## src/rtl/tx_pkg.sv

```systemverilog
package tx_pkg;

    typedef enum logic [1:0] {
        FMT_MSB24 = 2'b00,
        FMT_MSB16 = 2'b01,
        FMT_LSB16 = 2'b10,
        FMT_RSVD  = 2'b11
    } fmt_e;

    localparam int WORD_LONG  = 24;
    localparam int WORD_SHORT = 16;

    typedef struct packed {
        logic bit_fall;   // falling bclk seen this cycle
        logic word_edge;  // first bit of a new channel half
        logic word_rise;  // first bit of the left half (transfer point)
    } edge_s;

    function automatic logic [WORD_SHORT-1:0] short_of(input logic [WORD_LONG-1:0] w);
        return w[WORD_LONG-1 -: WORD_SHORT];
    endfunction

endpackage

```

## src/rtl/tx_edge_detect.sv

```systemverilog
module tx_edge_detect
    import tx_pkg::*;
(
    input  logic  clk,
    input  logic  rst,
    input  logic  bclk,
    input  logic  wclk,
    output edge_s ev
);
    logic bclk_d;
    logic wclk_seen;

    always_comb begin
        ev.bit_fall  = bclk_d & ~bclk;
        ev.word_edge = ev.bit_fall & (wclk != wclk_seen);
        ev.word_rise = ev.word_edge & wclk;
    end

    always_ff @(posedge clk) begin
        if (rst) begin
            bclk_d    <= 1'b1;
            wclk_seen <= 1'b0;
        end else begin
            bclk_d <= bclk;
            if (ev.bit_fall)
                wclk_seen <= wclk;
        end
    end
endmodule

```

## src/rtl/tx_hold.sv

```systemverilog
module tx_hold
    import tx_pkg::*;
#(
    parameter int BUS_W = 28
) (
    input  logic                 clk,
    input  logic                 rst,
    input  logic [BUS_W-1:0]     bus_data,
    input  logic                 wr,
    output logic [WORD_LONG-1:0] word
);
    always_ff @(posedge clk) begin
        if (rst)
            word <= '0;
        else if (wr)
            word <= bus_data[BUS_W-1 -: WORD_LONG];
    end
endmodule

```

## src/rtl/tx_slot_fmt.sv

```systemverilog
module tx_slot_fmt
    import tx_pkg::*;
#(
    parameter int SLOT_W = 32
) (
    input  logic [1:0]           fmt_sel,
    input  logic [WORD_LONG-1:0] word,
    output logic [SLOT_W-1:0]    slot
);
    always_comb begin
        slot = '0;
        case (fmt_e'(fmt_sel))
            FMT_MSB16: slot[SLOT_W-1 -: WORD_SHORT] = short_of(word);
            FMT_LSB16: slot[WORD_SHORT-1:0]         = short_of(word);
            default:   slot[SLOT_W-1 -: WORD_LONG]  = word;
        endcase
    end
endmodule

```

## src/rtl/tx_serializer.sv

```systemverilog
module tx_serializer
    import tx_pkg::*;
#(
    parameter int SLOT_W = 32
) (
    input  logic              clk,
    input  logic              rst,
    input  edge_s             ev,
    input  logic [SLOT_W-1:0] slot_l,
    input  logic [SLOT_W-1:0] slot_r,
    output logic              sdata
);
    logic [SLOT_W-1:0] sh;
    logic [SLOT_W-1:0] shadow_r;

    always_ff @(posedge clk) begin
        if (rst) begin
            sh       <= '0;
            shadow_r <= '0;
            sdata    <= 1'b0;
        end else if (ev.bit_fall) begin
            if (ev.word_rise) begin
                sdata    <= slot_l[SLOT_W-1];
                sh       <= {slot_l[SLOT_W-2:0], 1'b0};
                shadow_r <= slot_r;
            end else if (ev.word_edge) begin
                sdata <= shadow_r[SLOT_W-1];
                sh    <= {shadow_r[SLOT_W-2:0], 1'b0};
            end else begin
                sdata <= sh[SLOT_W-1];
                sh    <= {sh[SLOT_W-2:0], 1'b0};
            end
        end
    end
endmodule

```

## src/rtl/serial_audio_tx.sv

```systemverilog
module serial_audio_tx
    import tx_pkg::*;
#(
    parameter int BUS_W  = 28,
    parameter int SLOT_W = 32
) (
    input  logic             clk,
    input  logic             rst,
    input  logic [BUS_W-1:0] bus_data,
    input  logic             wr_left,
    input  logic             wr_right,
    input  logic [1:0]       fmt_sel,
    input  logic             bclk,
    input  logic             wclk,
    output logic             sdata
);
    localparam int NCH = 2;

    edge_s                ev;
    logic [NCH-1:0]       wr_vec;
    logic [WORD_LONG-1:0] word [NCH];
    logic [SLOT_W-1:0]    slot [NCH];

    assign wr_vec = {wr_right, wr_left};

    tx_edge_detect u_edge (
        .clk  (clk),
        .rst  (rst),
        .bclk (bclk),
        .wclk (wclk),
        .ev   (ev)
    );

    for (genvar ch = 0; ch < NCH; ch++) begin : g_chan
        tx_hold #(.BUS_W(BUS_W)) u_hold (
            .clk      (clk),
            .rst      (rst),
            .bus_data (bus_data),
            .wr       (wr_vec[ch]),
            .word     (word[ch])
        );
        tx_slot_fmt #(.SLOT_W(SLOT_W)) u_fmt (
            .fmt_sel (fmt_sel),
            .word    (word[ch]),
            .slot    (slot[ch])
        );
    end

    tx_serializer #(.SLOT_W(SLOT_W)) u_ser (
        .clk    (clk),
        .rst    (rst),
        .ev     (ev),
        .slot_l (slot[0]),
        .slot_r (slot[1]),
        .sdata  (sdata)
    );
endmodule

```

## config.mk

```make
export PLATFORM = sky130hd
export DESIGN_NAME = serial_audio_tx
export DESIGN_NICKNAME = d
export VERILOG_FILES = /design/src/rtl/tx_pkg.sv /design/src/rtl/tx_edge_detect.sv /design/src/rtl/tx_hold.sv /design/src/rtl/tx_slot_fmt.sv /design/src/rtl/tx_serializer.sv /design/src/rtl/serial_audio_tx.sv
export SDC_FILE = /design/constraint.sdc
export NUM_CORES = 1
export LEC_CHECK = 0
export ABC_CLOCK_PERIOD_IN_PS = 2650
export BUFFER_PORTS_ARGS = -buffer_cell sky130_fd_sc_hd__buf_2
export CORE_ASPECT_RATIO = 1.4
export CORE_MARGIN = 1
export CORE_UTILIZATION = 50
export DETAILED_ROUTE_END_ITERATION = 8
export PLACE_DENSITY = 0.68
export RECOVER_POWER = 50
export SLEW_MARGIN = 15
export SYNTH_ARGS = -nofsm -noshare
export SYNTH_HDL_FRONTEND = slang
export SYNTH_HIERARCHICAL = 1
export SYNTH_SLANG_ARGS = --single-unit
```

## constraint.sdc

```tcl
create_clock -name clk -period 2.65 [get_ports clk]
set_input_delay 0.265 -clock clk [delete_from_list [all_inputs] [get_ports clk]]
set_output_delay 0.265 -clock clk [all_outputs]
set_load 0.02 [all_outputs]
```

Yosys cells after proc, flatten, opt, wreduce, memory -nomap -nowiden
Cells that the tools add are included.
W data, S select, Z words.
{"block": "totals", "ram_bits": 0, "out_inout_bits": 1, "word_cells": 25, "register_bits": 115, "n_memories": 0, "latch_bits": 0, "romBits": 0}
{"block": "classes", "n_div": 0, "add_sub_neg": 0, "shift": 0, "n_mul": 0, "magnitude_cmp": 0, "bitwise_logic": 4, "reduce_logical": 1, "n_eq_ne": 3, "mux": 10}
{"op": "$mux W32", "count": 2}
{"op": "$mux W16", "count": 2}
{"op": "$pmux W8 S2", "count": 2}
{"op": "$mux W8", "count": 2}
{"op": "$and A1 B1 Y1", "count": 3}
{"op": "$eq A2 B1 Y1 const B", "count": 1}
{"op": "$eq A2 B2 Y1 const B", "count": 1}
{"op": "$mux W1", "count": 2}
{"op": "$reduce_and A2 Y1", "count": 1}
{"op": "$ne A1 B1 Y1", "count": 1}
{"op": "$not A1 Y1", "count": 1}

Logic depth before layout (Yosys ltp)
Gate-level depths: netlist of the first run.
{"block": "logic_depth", "word_depth": 5, "depth_mapped": 7}

Hierarchy
The synthesis of the first run kept the hierarchy.
{"mod": "tx_serializer", "instances": 1, "area_per_inst_um2": 3399.5, "cells_per_inst": 332}
{"mod": "tx_hold", "instances": 2, "area_per_inst_um2": 869.6, "cells_per_inst": 77}
{"mod": "tx_slot_fmt", "instances": 2, "area_per_inst_um2": 320.3, "cells_per_inst": 54}
{"mod": "tx_edge_detect", "instances": 1, "area_per_inst_um2": 106.4, "cells_per_inst": 10}

Worst setup path before layout of the first run
OpenSTA, ideal clock, no wires.
{"block": "synth_path", "path_type": "register to register", "start": "register u_edge.bclk_d", "end": "register u_ser.sh[10]", "setup_time_ns": 0.079, "n_path_buf": 3, "synth_period_minus_slack_ns": 1.537, "t_required_ns": 2.571, "t_arrival_ns": 1.458, "path_stages_with_launch": 8, "slack_ns": 1.113, "cell_sequence": "dfxtp_1 -> nor2b_4 -> and3b_1 -> buf_6 -> or3b_1 -> buf_2 -> buf_6 -> o221ai_2"}
{"item": "start: declaration", "line_no": "tx_edge_detect.sv:10", "text": "logic bclk_d;"}
{"item": "start signal: assignment", "line_no": "tx_edge_detect.sv:24", "text": "bclk_d <= bclk;"}
{"item": "end signal: assignment", "line_no": "tx_serializer.sv:24", "text": "sh <= {slot_l[SLOT_W-2:0], 1'b0};"}
{"item": "end signal: assignment", "line_no": "tx_serializer.sv:28", "text": "sh <= {shadow_r[SLOT_W-2:0], 1'b0};"}
{"item": "end signal: assignment", "line_no": "tx_serializer.sv:31", "text": "sh <= {sh[SLOT_W-2:0], 1'b0};"}
{"item": "end: declaration", "line_no": "tx_serializer.sv:13", "text": "logic [SLOT_W-1:0] sh;"}

==> flow_summary.ini, run 1 <==
[run_status]
status = complete, but fails checks
failed_checks = capacitance limit, slew limit

[power_and_ir_drop]
intPower_mw = 3.43
cellPowerDensity_nw_per_um2 = 685
p_leak_nw = 2.46
p_total_mw = 4.47
p_sw_mw = 1.04
p_clk_share_pct = 50.7
worst_ir_drop_vdd_mv = 0.571
p_sw_share_pct = 23.3
power_frac_comb_pct = 8.9
p_seq_share_pct = 40.3

[drt]
via_per_inst = 5.66
postRouteAntennaNets = 0
drt-initial-drc-count = 280
totalWireLength_mm = 12.8
wl_per_cell_um = 16.8
post-route-drc-count = 0
drtPass1Iterations = 5
vias = 4330

[synth]
synth_nets = 644
synthAdderAreaFrac_pct = 0.850
synth_edf_count = 0
synthTopCellsByArea = dfxtp_1 39%, mux2i_1 13%, o221ai_2 7.7%, a21bo_2 5.4%, nand4b_1 4.6%
synth_ff_type = dfxtp_1
syn_avg_cell_area_sq_um = 9.74
synth-compound-area-share_pct = 17.8
synth.top_cell.area_share_pct = 38.8
yosys.area.top_type = dfxtp_1
synthArstFlopShare_pct = 0
synth_top_family_by_area = simple AND/OR/NAND/NOR gates
ys_warn_count = 6
synthCells = 604
ys_ff_latch = 114
synth-xor-area-share_pct = 0.149
synthMuxAreaShare_pct = 13.4
seq_area_frac_synth_pct = 38.8
synth_common_cells = 114 x dfxtp_1, 79 x mux2i_1, 49 x nor2_1
synth.distinct_cells = 33
yosysMostFrequentCell = dfxtp_1
yosys.area_share.simple_pct = 22.5
synth_area_sq_um = 5890

[global_routing]
use_met1_pct = 28.2
grt_max_degree = 73
grt_usage_pct = 22.4
grt_pass1_vias = 4276
antenna_found_initial = 0
grt_overflow = 0
grt_pass1_wl_mm = 21.1
top_usage_layer = met2
use_met3_pct = 4.57
met2_usage_pct = 37.5

[sta]
rsz0062_at_grt = false
fmax_mhz = 464
tightest_slew_ns = 1.77
setup_slack_ns = 0.494
finalSetupViolations = 0
slew_headroom_pct = -17.8
min_period_ns = 2.16
fin_hold_ws_ns = 0.0801
min_period_over_period_pct = 81.4
hold_viol_final = 0
clock_skew_ns = 0.00459
slew_viol_final = 34
tns_ns = 0

[worst_setup_path]
r2r_cells = 5
cp_max_fo = 32
max_stage_delay_ns = 0.47
rrSetupSlack_ns = 0.49
crit_buf_inv = 1
reg2reg_from = u_edge/bclk_d
timing.rr.end = u_ser/sh[6]
cpLargestDelayFamily = simple AND/OR/NAND/NOR gates
crit_slowest_cell = buf_4
critPathCaptureType = flip-flop
worst_setup_path_start_kind = flip-flop
crit_type = flip-flop to flip-flop
worstPathCellList = nor2b_2, and2_2, buf_4, mux2i_1, o221ai_2
cp.arrival_ns = 2.38
cp.required_ns = 2.87

[cells_and_area]
final_area_sq_um = 6530
fillCellCount = 982
diodes = 0
seqCellArea_sq_um = 2280
drive_above_1_share_pct = 25.3
fin_util_pct = 57.3
fin_cells = 765
area_growth_pct = 11.0
num-nets-final = 648
multiInputGateArea_sq_um = 3220

[floorplan]
die_area_sq_um = 12200
die_x_um = 93.7
num_rows = 46
start_util_pct = 51.6
die_h_um = 130
core_area_sq_um = 11400
ioPinCount = 37

[clocking]
cts-root-buf = clkbuf_16
cts_hold_buffers = 0
tritoncts = built
htree_levels = 4
clock_path_buffers = 2
clkTransAtPathRegs_ns = 0.05
post_cts_buffers = 0
post_cts_resized = 0
numCtsBuffers = 17
clkLatencyLatePin_ns = 0.40
clock-sinks = 114

[worst_hold_path]
hold_class = input port to flip-flop
hold_depth = 2
min_to = u_edge/bclk_d
hold_start = bclk

[place]
dp_hpwl_mm = 7.65
routabilityCongestion = 0.758
post_dp_cell_area_sq_um = 5960
port_buffers = 32
placedCellCount = 733
post-place-ws_ns = 0.655

[run]
drv_cap = 1
[state kept, by name (all words and copies together), names as in the netlist]
name,cells
g_chan.u_hold/word,48
u_edge/bclk_d,1
u_edge/wclk_seen,1
u_ser/sdata,1
u_ser/sh,31
u_ser/shadow_r,32
[how the worst max path moves through the flow]
stage,startpoint,end,slack [ns],cells after the start
3_5_place_dp,bclk,u_ser/sh[6],0.65,6
6_report,u_edge/bclk_d,u_ser/sh[6],0.49,5
4_1_cts,u_edge/bclk_d,u_ser/sh[23],0.67,5
3_3_place_gp,bclk,u_ser/sh[10],0.71,6
5_1_grt,u_edge/bclk_d,u_ser/sh[23],0.31,5
2_1_floorplan,u_edge/bclk_d,u_ser/sh[10],1.11,7
[cell usage in the layout, fill, tap and decap left out, types with 3 or more instances in the layout]
cell type  synthesis  final
o21ai_2            4      4
nor2_1            49     49
o21ai_0           12     13
a21oi_1           32     32
bufinv_16          0      3
nand2_1           33     33
nand2b_1          32     32
ha_1               4      4
nand4b_1          31     31
a21bo_2           32     32
clkbuf_16          0     17
mux2i_1           79     79
buf_4              2      8
o221ai_2          30     30
clkinv_2           0      8
nor2b_1           32     32
dfxtp_1          114    114
and2_2            16     17
buf_2             17     30
nand3_1           32     32
clkbuf_1          24      4
[metal layers]
layer	up-vias	share of wire, %
li1	2149	-
met1	2080	44
met2	85	51
met3	16	2.9
met4	0	1.5
met5	-	0
[power by group through the flow]
stage	Combinational, mW	Clock (mW)	Sequential, mW
global placement	0.391	0	1.84
detailed placement	0.400	0	1.84
floorplan	0.325	0	1.83
global route	0.434	2.38	1.81
finish	0.399	2.27	1.80
CTS	0.402	2.31	1.80
[final cells by class]
cell class | count | area share (%)
Tap cell | 144 | 2.76
Multi-Input combinational cell | 429 | 49.3
Clock buffer | 20 | 6.99
Inverter | 2 | 0.115
Sequential cell | 114 | 34.9
Clock inverter | 12 | 2.11
Timing Repair Buffer | 44 | 3.85
[kinds of logic after synthesis]
logic type,after synthesis
adders and majority gates,4
and+or+nand+nor,232
muxes,79
buffers and inverters,61
xor gates and xnor gates,1
AOI/OAI and AO/OA,113
DFF,114
[worst register-to-register path, delay by kind of cell, from the launching register on]
family,cells,cell delay [ns]
AOI/OAI and AO/OA,1,0.13
buffers and inverters,1,0.47
DFF,1,0.32
muxes,1,0.35
and+or+nand+nor,2,0.70
(Power assumes the default switching activity.)
==> run 2: changes to the inputs <==
--- a/config.mk
+++ b/config.mk
@@ -5,7 +5,7 @@
 export SDC_FILE = /design/constraint.sdc
 export NUM_CORES = 1
 export LEC_CHECK = 0
-export ABC_CLOCK_PERIOD_IN_PS = 2650
+export ABC_CLOCK_PERIOD_IN_PS = 2100
 export BUFFER_PORTS_ARGS = -buffer_cell sky130_fd_sc_hd__buf_2
 export CORE_ASPECT_RATIO = 1.4
 export CORE_MARGIN = 1
==> constraint.sdc (replaced) <==
create_clock -name clk -period 2.1 [get_ports clk]
set_input_delay 0.21 -clock clk [delete_from_list [all_inputs] [get_ports clk]]
set_output_delay 0.21 -clock clk [all_outputs]
set_load 0.02 [all_outputs]
==> run 2 against run 1 <==
Against the previous run: combinational power is 28% higher; count of clock-buffer cells in the layout is 3 higher; setup slack worse by 0.13 ns; clock skew up 0.0014 ns; critical path depth unchanged; the flow now finishes without violations; global-route usage decreased by 0.56 points; critical path type unchanged; routed wire length down 1.8%; sequential power grew 27%; via count decreased by 1.2%; largest cell class unchanged; maximum frequency up 24%.
==> flow_summary.ini, run 2 (synthesized netlist as in run 1, its figures left out) <==
[clocking]
post_cts_resized = 0
clkTransAtPathRegs_ns = 0.05
clock_path_buffers = 2
clock-sinks = 114
post_cts_buffers = 0
tritoncts = built
cts-root-buf = clkbuf_16
htree_levels = 4
cts_hold_buffers = 0
numCtsBuffers = 17
clkLatencyLatePin_ns = 0.40

[run]
drv_cap = 0

[worst_hold_path]
min_to = u_edge/bclk_d
hold_start = bclk
hold_depth = 2
hold_class = input port to flip-flop

[cells_and_area]
multiInputGateArea_sq_um = 3220
fillCellCount = 1012
drive_above_1_share_pct = 25.6
largest_reg_flops = 48
area_growth_pct = 11.1
largest_register = g_chan.u_hold/word
seqCellArea_sq_um = 2280
diodes = 0
mostFrequentLayoutCells = 114 x dfxtp_1, 79 x mux2i_1, 49 x nor2_1
fin_cells = 768
num-nets-final = 654
layout_commonest_cell = dfxtp_1
top_regs = g_chan.u_hold/word: 48 flops, u_ser/shadow_r: 32 flops, u_ser/sh: 31 flops

[global_routing]
grt_pass1_vias = 4177
grt_pass1_wl_mm = 20.5
use_met3_pct = 5.56
met2_usage_pct = 37.1
antenna_found_initial = 0
use_met1_pct = 26.1
grt_max_degree = 57
grt_overflow = 0
grt_usage_pct = 21.8
top_usage_layer = met2

[sta]
rsz0062_at_grt = false
slew_headroom_pct = 30.9
min_period_ns = 1.73
min_period_over_period_pct = 82.6
fin_hold_ws_ns = 0.0470
tns_ns = 0
fmax_mhz = 576
tightest_slew_ns = 1.04
slew_viol_final = 0
finalSetupViolations = 0
hold_viol_final = 0
clock_skew_ns = 0.00601

[drt]
drt-initial-drc-count = 207
post-route-drc-count = 0
drtPass1Iterations = 5
wl_per_cell_um = 16.4
totalWireLength_mm = 12.6
vias = 4278
postRouteAntennaNets = 0
via_per_inst = 5.57

[place]
routabilityCongestion = 0.759
dp_hpwl_mm = 7.82
placedCellCount = 739
port_buffers = 32

[floorplan]
ioPinCount = 37
die_x_um = 93.7
core_area_sq_um = 11400
die_area_sq_um = 12200
die_h_um = 130
num_rows = 46
start_util_pct = 51.6

[worst_setup_path]
max_stage_delay_ns = 0.47
worstPathCellList = nor2b_4, and3b_1, clkbuf_4, nand2_1, a311oi_1
reg2reg_from = u_edge/bclk_d
r2r_cells = 5
crit_buf_inv = 1
cp.arrival_ns = 2.04
critPathCaptureType = flip-flop
timing.rr.end = u_ser/sh[1]
cp_max_fo = 46
crit_type = flip-flop to flip-flop
crit_slowest_cell = clkbuf_4
cp.required_ns = 2.40
cpLargestDelayFamily = simple AND/OR/NAND/NOR gates
worst_setup_path_start_kind = flip-flop
rrSetupSlack_ns = 0.37

[power_and_ir_drop]
p_leak_nw = 2.47
worst_ir_drop_vdd_mv = 0.805
cellPowerDensity_nw_per_um2 = 833
p_total_mw = 5.45

[run_status]
status = finished, final reports clean
-- run 2: cell types whose count changed in the layout (fill, tap and decap cells not counted), sizes merged --
cell and change:
clkinvlp -1, bufinv -2, buf +3, clkinv -3
clkbuf +6
-- run 2: how the worst max path moves through the flow --
stage	from	end	cells after the start
floorplan	u_edge/bclk_d	u_ser/sh[10]	7
global placement	u_edge/bclk_d	u_ser/shadow_r[8]	5
detailed placement	u_edge/bclk_d	u_ser/shadow_r[25]	5
CTS	u_edge/bclk_d	u_ser/shadow_r[25]	5
global route	u_edge/bclk_d	u_ser/sh[1]	5
finish	u_edge/bclk_d	u_ser/sh[1]	5
-- run 2: metrics by stage --
step	instance area [sq um]	utilization, %	setup WS [ns]
floorplan	5890	-	0.563
global placement	6020	52.8	0.474
detailed placement	6020	52.8	0.450
CTS	6570	57.6	0.436
global route	6540	57.4	0.229
finish	6540	57.4	0.365
-- run 2: final cells by class --
class	count	area share, %
Clock buffer	23	7.62
Clock inverter	6	0.842
Inverter	2	0.115
Multi-Input combinational cell	429	49.3
Sequential cell	114	34.9
Tap cell	144	2.76
Timing Repair Buffer	50	4.48
-- run 2: worst register-to-register path, stage by stage, from the launching register on --
cell	delay (ns)
dfxtp_1	0.32
nor2b_4	0.20
and3b_1	0.23
clkbuf_4	0.47
nand2_1	0.14
a311oi_1	0.28
-- run 2: report_power, final --
| part | total (mW) | internal, mW | switching, mW |
|---|---|---|---|
| clock | 2.66 | 1.75 | 0.912 |
| combinational | 0.511 | 0.194 | 0.317 |
| sequential | 2.28 | 2.24 | 0.0405 |
-- run 2: per-layer routing --
layer / up-vias / part of all wire (%)
li1: 2164 / -
met1: 2036 / 45
met2: 64 / 51
met3: 14 / 2.8
met4: 0 / 1.6
met5: - / 0
